**src/rtl/fma_sp_pkg.sv**
```systemverilog
package fma_sp_pkg;

    typedef enum logic [2:0] {
        CLS_ZERO  = 3'd0,
        CLS_NORM  = 3'd1,
        CLS_SUB   = 3'd2,
        CLS_INF   = 3'd3,
        CLS_QNAN  = 3'd4,
        CLS_SNAN  = 3'd5
    } fma_cls_e;

    typedef enum logic [3:0] {
        DEC_IDLE,
        DEC_Z_SNAN,
        DEC_X_SNAN,
        DEC_Y_SNAN,
        DEC_X_QNAN,
        DEC_Y_QNAN,
        DEC_PASS_Z,
        DEC_INVALID,
        DEC_PROD_INF,
        DEC_ADDEND_INF,
        DEC_PROCEED
    } fma_dec_e;

    localparam int NUM_OPS = 3;

endpackage

```
**src/rtl/fma_nan_quiet.sv**
```systemverilog
module fma_nan_quiet #(
    parameter int W     = 64,
    parameter int QUIET = 51
) (
    input  logic [W-1:0] raw_in,
    output logic [W-1:0] quiet_out
);
    localparam logic [W-1:0] QMASK = {{(W-1){1'b0}}, 1'b1} << QUIET;

    // Quieting only forces the leading fraction bit, all else is kept.
    always_comb begin
        quiet_out = raw_in | QMASK;
    end
endmodule

```
**src/rtl/fma_sp_decide.sv**
```systemverilog
module fma_sp_decide
    import fma_sp_pkg::*;
(
    input  logic [2:0] cx,
    input  logic [2:0] cy,
    input  logic [2:0] cz,
    input  logic       xs,
    input  logic       ys,
    input  logic       zs,
    output fma_dec_e   dec
);
    fma_cls_e kx, ky, kz;
    logic     prod_sign;
    logic     inf_zero;
    logic     any_inf;
    logic     any_zero;

    always_comb begin
        kx        = fma_cls_e'(cx);
        ky        = fma_cls_e'(cy);
        kz        = fma_cls_e'(cz);
        prod_sign = xs ^ ys;
        inf_zero  = (kx == CLS_INF && ky == CLS_ZERO) ||
                    (kx == CLS_ZERO && ky == CLS_INF);
        any_inf   = (kx == CLS_INF) || (ky == CLS_INF);
        any_zero  = (kx == CLS_ZERO) || (ky == CLS_ZERO);
    end

    // Fixed precedence: addend sNaN, factor sNaNs, factor qNaNs,
    // then product classes with the addend as tie-breaker.
    always_comb begin
        dec = DEC_PROCEED;
        if (kz == CLS_SNAN) begin
            dec = DEC_Z_SNAN;
        end else if (kx == CLS_SNAN) begin
            dec = DEC_X_SNAN;
        end else if (ky == CLS_SNAN) begin
            dec = DEC_Y_SNAN;
        end else if (kx == CLS_QNAN) begin
            dec = DEC_X_QNAN;
        end else if (ky == CLS_QNAN) begin
            dec = DEC_Y_QNAN;
        end else if (inf_zero) begin
            dec = (kz == CLS_QNAN) ? DEC_PASS_Z : DEC_INVALID;
        end else if (any_inf) begin
            if (kz == CLS_QNAN)
                dec = DEC_PASS_Z;
            else if (kz == CLS_INF && zs != prod_sign)
                dec = DEC_INVALID;
            else
                dec = DEC_PROD_INF;
        end else if (any_zero) begin
            dec = (kz == CLS_INF) ? DEC_ADDEND_INF : DEC_PASS_Z;
        end else if (kz == CLS_QNAN) begin
            dec = DEC_PASS_Z;
        end else if (kz == CLS_INF) begin
            dec = DEC_ADDEND_INF;
        end
    end
endmodule

```
**src/rtl/fma_sp_resolver.sv**
```systemverilog
module fma_sp_resolver
    import fma_sp_pkg::*;
#(
    parameter int          W           = 64,
    parameter int          EXP_W       = 11,
    parameter int          QUIET_BIT   = 51,
    parameter logic [63:0] DEFAULT_NAN = 64'h7FF8_0000_0000_0000
) (
    input  logic          clk,
    input  logic          rst_n,
    input  logic          in_valid,
    input  logic [2:0]    x_cls,
    input  logic [2:0]    y_cls,
    input  logic [2:0]    z_cls,
    input  logic          x_sign,
    input  logic          y_sign,
    input  logic          z_sign,
    input  logic [W-1:0]  x_raw,
    input  logic [W-1:0]  y_raw,
    input  logic [W-1:0]  z_raw,
    output logic          out_valid,
    output logic          byp_valid,
    output logic [W-1:0]  byp_result,
    output logic          invalid,
    output logic          proceed,
    output logic [NUM_OPS-1:0] sub_flags
);
    localparam int FRAC_W = W - 1 - EXP_W;
    localparam logic [W-1:0] QMASK = {{(W-1){1'b0}}, 1'b1} << QUIET_BIT;

    fma_dec_e          dec_d, dec_q;
    logic [W-1:0]      op_q   [NUM_OPS];
    logic [W-1:0]      op_qn  [NUM_OPS];
    logic [NUM_OPS-1:0] sub_q;
    logic              prod_sign_q;
    logic              z_sign_q;
    logic [W-1:0]      inf_prod;
    logic [W-1:0]      inf_add;

    fma_sp_decide u_decide (
        .cx  (x_cls),
        .cy  (y_cls),
        .cz  (z_cls),
        .xs  (x_sign),
        .ys  (y_sign),
        .zs  (z_sign),
        .dec (dec_d)
    );

    genvar g;
    generate
        for (g = 0; g < NUM_OPS; g++) begin : g_quiet
            fma_nan_quiet #(.W(W), .QUIET(QUIET_BIT)) u_quiet (
                .raw_in    (op_q[g]),
                .quiet_out (op_qn[g])
            );
        end
    endgenerate

    // State register: decision and the operand context it needs.
    always_ff @(posedge clk) begin
        if (!rst_n) begin
            dec_q       <= DEC_IDLE;
            sub_q       <= '0;
            prod_sign_q <= 1'b0;
            z_sign_q    <= 1'b0;
            for (int i = 0; i < NUM_OPS; i++) op_q[i] <= '0;
        end else begin
            dec_q <= in_valid ? dec_d : DEC_IDLE;
            if (in_valid) begin
                op_q[0]     <= x_raw;
                op_q[1]     <= y_raw;
                op_q[2]     <= z_raw;
                sub_q       <= {z_cls == CLS_SUB, y_cls == CLS_SUB, x_cls == CLS_SUB};
                prod_sign_q <= x_sign ^ y_sign;
                z_sign_q    <= z_sign;
            end
        end
    end

    always_comb begin
        inf_prod = {prod_sign_q, {EXP_W{1'b1}}, {FRAC_W{1'b0}}};
        inf_add  = {z_sign_q,    {EXP_W{1'b1}}, {FRAC_W{1'b0}}};
    end

    // Output process driven only by the registered state.
    always_comb begin
        out_valid  = 1'b1;
        byp_valid  = 1'b1;
        byp_result = '0;
        invalid    = 1'b0;
        proceed    = 1'b0;
        sub_flags  = '0;
        unique case (dec_q)
            DEC_IDLE: begin
                out_valid = 1'b0;
                byp_valid = 1'b0;
            end
            DEC_Z_SNAN: begin
                byp_result = op_qn[2];
                invalid    = 1'b1;
            end
            DEC_X_SNAN: begin
                byp_result = op_qn[0];
                invalid    = 1'b1;
            end
            DEC_Y_SNAN: begin
                byp_result = op_qn[1];
                invalid    = 1'b1;
            end
            DEC_X_QNAN:     byp_result = op_q[0];
            DEC_Y_QNAN:     byp_result = op_q[1];
            DEC_PASS_Z:     byp_result = op_q[2];
            DEC_INVALID: begin
                byp_result = DEFAULT_NAN[W-1:0];
                invalid    = 1'b1;
            end
            DEC_PROD_INF:   byp_result = inf_prod;
            DEC_ADDEND_INF: byp_result = inf_add;
            DEC_PROCEED: begin
                byp_valid = 1'b0;
                proceed   = 1'b1;
                sub_flags = sub_q;
            end
            default: begin
                out_valid = 1'b0;
                byp_valid = 1'b0;
            end
        endcase
    end


    one_path_chk: assert property (@(posedge clk) disable iff (!rst_n)
        out_valid |-> ($countones({byp_valid, proceed}) == 1));


    inv_needs_byp_chk: assert property (@(posedge clk) disable iff (!rst_n)
        invalid |-> byp_valid);


    accept_latency_chk: assert property (@(posedge clk) disable iff (!rst_n)
        in_valid |=> out_valid);


    idle_latency_chk: assert property (@(posedge clk) disable iff (!rst_n)
        !in_valid |=> !out_valid);


    z_snan_first_chk: assert property (@(posedge clk) disable iff (!rst_n)
        (in_valid && z_cls == 3'd5) |=>
            (invalid && byp_result == ($past(z_raw) | QMASK)));


    sub_gate_chk: assert property (@(posedge clk) disable iff (!rst_n)
        (|sub_flags) |-> proceed);

endmodule

```
**config.mk**
```make
export PLATFORM = sky130hd
export DESIGN_NAME = fma_sp_resolver
export DESIGN_NICKNAME = d
export VERILOG_FILES = /design/src/rtl/fma_sp_pkg.sv /design/src/rtl/fma_nan_quiet.sv /design/src/rtl/fma_sp_decide.sv /design/src/rtl/fma_sp_resolver.sv
export SDC_FILE = /design/constraint.sdc
export NUM_CORES = 1
export LEC_CHECK = 0
export BUFFER_PORTS_ARGS = -buffer_cell sky130_fd_sc_hd__buf_2
export CAP_MARGIN = 20
export CORE_MARGIN = 2
export CORE_UTILIZATION = 52
export CTS_CLUSTER_DIAMETER = 60
export DETAILED_ROUTE_END_ITERATION = 6
export GPL_TIMING_DRIVEN = 1
export PLACE_DENSITY = 0.79
export SETUP_SLACK_MARGIN = 0.2
export SYNTH_ARGS = -nofsm -noshare
export SYNTH_HDL_FRONTEND = slang
export SYNTH_SLANG_ARGS = --single-unit
```
**constraint.sdc**
```tcl
create_clock -name clk -period 8.2 [get_ports clk]
set_input_delay 0.41 -clock clk [delete_from_list [all_inputs] [get_ports clk]]
set_output_delay 0.41 -clock clk [all_outputs]
set_load 0.03 [all_outputs]
```
* Yosys cells after proc, flatten, opt, wreduce, memory -nomap -nowiden
Memory sizes are Yosys's and may differ from the RTL's. Cells that the tools add are included.
Storage, ports and cells: register bits 9, latch bits 0, bits in writable memories 192, bits in read-only memories 0, input port bits 207, memories 1
Memories:
- op_q | words 3, width 64, read ports 3, clocked after Yosys merged registers in 0, write ports 3, line fma_sp_resolver.sv:32 | logic [W-1:0] op_q [NUM_OPS];
Cells by class: add/sub/neg operators 0, multiply operators 0, div/mod/pow operators 0, order comparisons 0, equal/unequal tests 23, shift operators 0, muxes and demuxes 27, bitwise logic cells 6, reduce and logical (&&, ||, !) cells 15
Operators by type and width (number):
- 64-bit case mux with 9 select lines | 1
- 64-bit 2-to-1 mux | 3
- 4-bit 2-to-1 mux | 7
- 3-bit by 2-bit equality test with 1-bit output, second input constant | 6
- 3-bit equality test, second input constant | 6
- 4-bit by 3-bit equality test with 1-bit output, second input constant | 4
- 4-bit equality test, second input constant | 3
- 1-bit 2-to-1 mux | 10
- 10-bit OR reduction | 1
- 3-bit 2-to-1 mux | 3
- 9-bit OR reduction | 1
- 4-bit by 2-bit equality test with 1-bit output, second input constant | 2
- 7-bit OR reduction | 1
- 3-bit logical NOT | 2
- 2-bit 2-to-1 mux | 3
- 5-bit OR reduction | 1
- 4-bit by 1-bit equality test with 1-bit output, second input constant | 1
- 4-bit OR reduction | 1
- 1-bit logical AND | 3
- 1-bit logical OR | 3
- 1-bit OR | 3
- 3-bit OR reduction | 1
- 1-bit NOT | 2
- 2-bit AND reduction | 1
- 2 further kinds | 2

* Longest topological paths before layout
depth in word-level cells 12, depth in mapped cells 7, mapped depth without buffers 4

* Hierarchy
Synthesis repeated with hierarchy kept, for this count alone.
Second synthesis, totals: cell total of the unflattened synthesis 1133, area, all modules 12288.0 um2
Modules (own cells, without submodules):
- fma_sp_resolver | times used 1, cells each 900, area an instance 10546.4 um2, seq. area each 5945.7 um2
- fma_nan_quiet | times used 3, cells each 65, area an instance 484.2 um2, seq. area each 0.0 um2
- fma_sp_decide | times used 1, cells each 38, area an instance 289.0 um2, seq. area each 0.0 um2

* Least setup slack after synthesis
Ideal clock, no wire load.
path type input to register, start in in_valid, end mem op_q[0][0] (enable), library setup time 0.587 ns, data arrival time 5.283 ns, required time 7.613 ns, slack 2.330 ns, stages 2, buffers on the path 1, cell sequence clkbuf_1 > nand2b_1
RTL lines:
- start: declaration | line fma_sp_resolver.sv:11 | input logic in_valid,
- end: declaration | line fma_sp_resolver.sv:32

* Worst setup path after layout
start reg dec_q[0], end out byp_result[3]
Between the ends: word-level cells in the longest chain between the ends 2, elaborated cells between the ends (all ways) 10, classes of those cells eq/ne: 9; mux: 1
RTL lines:
- start: declaration | line fma_sp_resolver.sv:31 | fma_dec_e dec_d, dec_q;
- start signal: assignment | line fma_sp_resolver.sv:69 | dec_q <= in_valid ? dec_d : DEC_IDLE;
- 4-bit equality test, or another cell as far along | line fma_sp_resolver.sv:94 | unique case (dec_q)
- 64-bit case mux with 9 select lines * | line fma_sp_resolver.sv:94
- end: declaration | line fma_sp_resolver.sv:23 | output logic [W-1:0] byp_result,
Every way passes the cells marked *; elsewhere a longest branch is shown, timed or not.

==> out/results.ini <==
[placement]
finalWeightedCongestion = 0.8603
numPortBuffers = 277
placed_area_um2 = 10580
dpl.hpwl_mm = 14.34

[clock_network]
clk_pin_slew_ns = 0.06
number_of_buffers_inserted_for_hold_repair_after_clock_tree_synthesis = 0
post-cts-setup-buffers = 0
cts.sinks = 201
cts_inserted_buffers = 21
cts_tree = done
clock_insertion_delay_worst_skew_ns = 0.48
clock_tree.buffer_depth = 3
cts_root_buf = clkbuf_16
post_cts_resize_count = 0
cts_max_level = 1

[synthesis]
ys_seq_elements = 201
syn-cell-area_um2 = 9184
synthArstFlopShare_pct = 0
post_synth_edffs = 192
yosys.cell_types.count = 44
seq_area_frac_synth_pct = 64.74
syn-mean-instance-area_um2 = 13.20
post_synth_main_area_contributors = edfxtp_1 (63%), and3_1 (13%), a22o_1 (5.1%)
syn_inst = 696
syn-num-nets = 903
yosysWarningCount = 0
synth-main-ff-cell = edfxtp_1
synth_top_area_cell = edfxtp_1
synth_largest_type_area_fraction_pct = 62.78

[routing]
final_ant_viol_nets = 0
first_pass_iters = 5
drc = 0
drt_iter0_drc = 506
detailroute.via_count = 6729
vias_per_cell = 5.707
routed_wirelength_mm = 22.35
post_drt_wl_per_cell_um = 18.96

[pwr]
vdd_drop_max_mv = 0.1922
comb_power_share_pct = 12.2
internal_power_mw = 1.889
total_leakage_power_nw = 5.886
power.switching_fraction_pct = 23.68
power_after_layout_mw = 2.476
cellPowerDensity_nw_per_um2 = 219.8
clock_power_share_pct = 37.7
share_seq_of_total_power_pct = 50.1
total_switching_power_uw = 586.3

[floorplanning]
io_count = 278
die_h_um = 136.9
core.rowCount = 48
starting_density_pct = 53.10
area_of_the_core_region_um2 = 17300
fp.dieArea_um2 = 18740
die_width_um = 136.9

[timing]
setup-violations-final = 0
worst_slew_pin_slew_ns = 1.086
timing.final.max_slew_violations = 0
timing.fmax_mhz = 284.7
worst_clock_skew_ns = 0
finalWorstPathRequiredPeriod_ns = 3.512
rsz0062_at_grt = false
min_period_over_period_pct = 42.83
final_total_negative_setup_slack_ns = 0
fin_hold_ws_ns = 0.2368
final-hold-violation-count = 0
slew_headroom_pct = 27.61

[critical_path]
timing.setup.critical_path_class = reg2out
signal_arrival_time_at_the_worst_endpoint_ns = 3.10
endpoint_kind = primary output
timing.critical_path.required_ns = 7.79
timing.critical_path.fanout_max = 50
start_kind = register

[worst_hold_path]
worst_hold_path_type = in2reg

[grt]
grt_remaining_overflow = 0
grt_usage_pct = 22.79
grt_pass1_wl_mm = 33.03
grt_max_degree = 119
antenna_violations_before_repair = 7
grt_pass1_vias = 6423

[cells_and_area]
final_cell_area_um2 = 11260
areaGrowthSynthToFinish_pct = 22.66
final_nets = 1141
drive_gt1_share_pct = 33.76

[outcome]
outcome = finished, final reports clean

[flow_run]
max-cap-violations = 0

-- power groups by stage --
| stage | clock, mW | combinational [mW] | sequential (mW) |
|---|---|---|---|
| after floorplan | 0 | 0.199 | 1.26 |
| after detailed placement | 0 | 0.301 | 1.26 |
| after global placement | 0 | 0.297 | 1.26 |
| after CTS | 0.948 | 0.303 | 1.24 |
| after global routing | 0.992 | 0.325 | 1.25 |
| final | 0.933 | 0.303 | 1.24 |
-- cells in the final DEF, fill, tap and decap left out, types with 11 or more instances in the layout --
| cell | synthesis | layout |
|---|---|---|
| buf_2 | 14 | 275 |
| nor3_1 | 15 | 15 |
| a211o_1 | 11 | 11 |
| a21oi_1 | 15 | 15 |
| a22o_1 | 53 | 53 |
| nor2_1 | 18 | 18 |
| clkbuf_16 | 0 | 21 |
| a21o_1 | 52 | 52 |
| and3_1 | 192 | 192 |
| edfxtp_1 | 192 | 192 |
-- metal layers --
metal | vias up | GRT usage (%) | part of all wire, %
li1 | 3172 | - | -
met1 | 3208 | 29.32 | 40
met2 | 288 | 37.33 | 49
met3 | 57 | 4.926 | 7.0
met4 | 4 | 10.14 | 3.6
met5 | - | 0 | 0.12
-- logic make-up (layout without fill, tap and decap cells) --
| group | Yosys count | in the layout | share of synthesized area (%) |
|---|---|---|---|
| AOI/OAI and AO/OA | 154 | 154 | 13.01 |
| xor gates and xnor gates | 3 | 3 | 0.5314 |
| buffers and inverters | 74 | 326 | 3.910 |
| DFF | 201 | 201 | 64.74 |
| muxes | 4 | 4 | 0.4496 |
| other | 0 | 6 | 0 |
| and+or+nand+nor | 260 | 260 | 17.36 |
-- cell usage after synthesis, drive strengths merged (7+ instances only) --
master	number
a21o	52
and3	192
dfxtp	9
buf	23
a211o	11
a22o	53
nor2	18
nor3	17
a21oi	15
nor2b	8
edfxtp	192
clkbuf	46
nand2	7
-- stage by stage --
stage | setup WS, ns | cells | utilization, %
6_report | 4.688 | 1179 | 65.13
5_1_grt | 4.439 | 1178 | 65.11
4_1_cts | 4.658 | 1173 | 65.04
3_5_place_dp | 5.178 | 1136 | 61.15
3_3_place_gp | 5.281 | 1136 | 61.15
2_1_floorplan | 2.330 | 696 | -
-- critical path, cell delays in order, from the launching register on --
cell     delay (ns)
dfxtp_1        0.85
inv_1          0.25
mux2i_1        0.19
and2_2         0.35
buf_4          0.51
a21o_1         0.21
buf_2          0.19
-- state kept, by name, indices dropped and copies added, names as in the netlist --
| signal | cells |
|---|---|
| dec_q | 4 |
| op_q | 192 |
| prod_sign_q | 1 |
| sub_q | 3 |
| z_sign_q | 1 |
-- final timing paths --
check | slack (ns) | from | endpoint | depth (start not counted)
max | 4.69 | dec_q[0]$_SDFF_PN0_ | byp_result[3] | 6
min | 0.24 | z_sign | z_sign_q$_SDFFE_PN0P_ | 3
max reg2reg | 7.45 | sub_q[1]$_SDFFE_PN0P_ | sub_q[1]$_SDFFE_PN0P_ | 2
min reg2reg | 0.49 | prod_sign_q$_SDFFE_PN0P_ | prod_sign_q$_SDFFE_PN0P_ | 1
-- cell type report --
cell class                      count  area [um^2]
Clock inverter                     14        138.9
Tap cell                          225        281.5
Multi-Input combinational cell    421         2888
Antenna cell                        6        15.01
Clock buffer                       23        533.0
Fill cell                        1323         6032
Inverter                            5        18.77
Timing Repair Buffer              284         1444
Sequential cell                   201         5946
(Power assumes the default switching activity.)
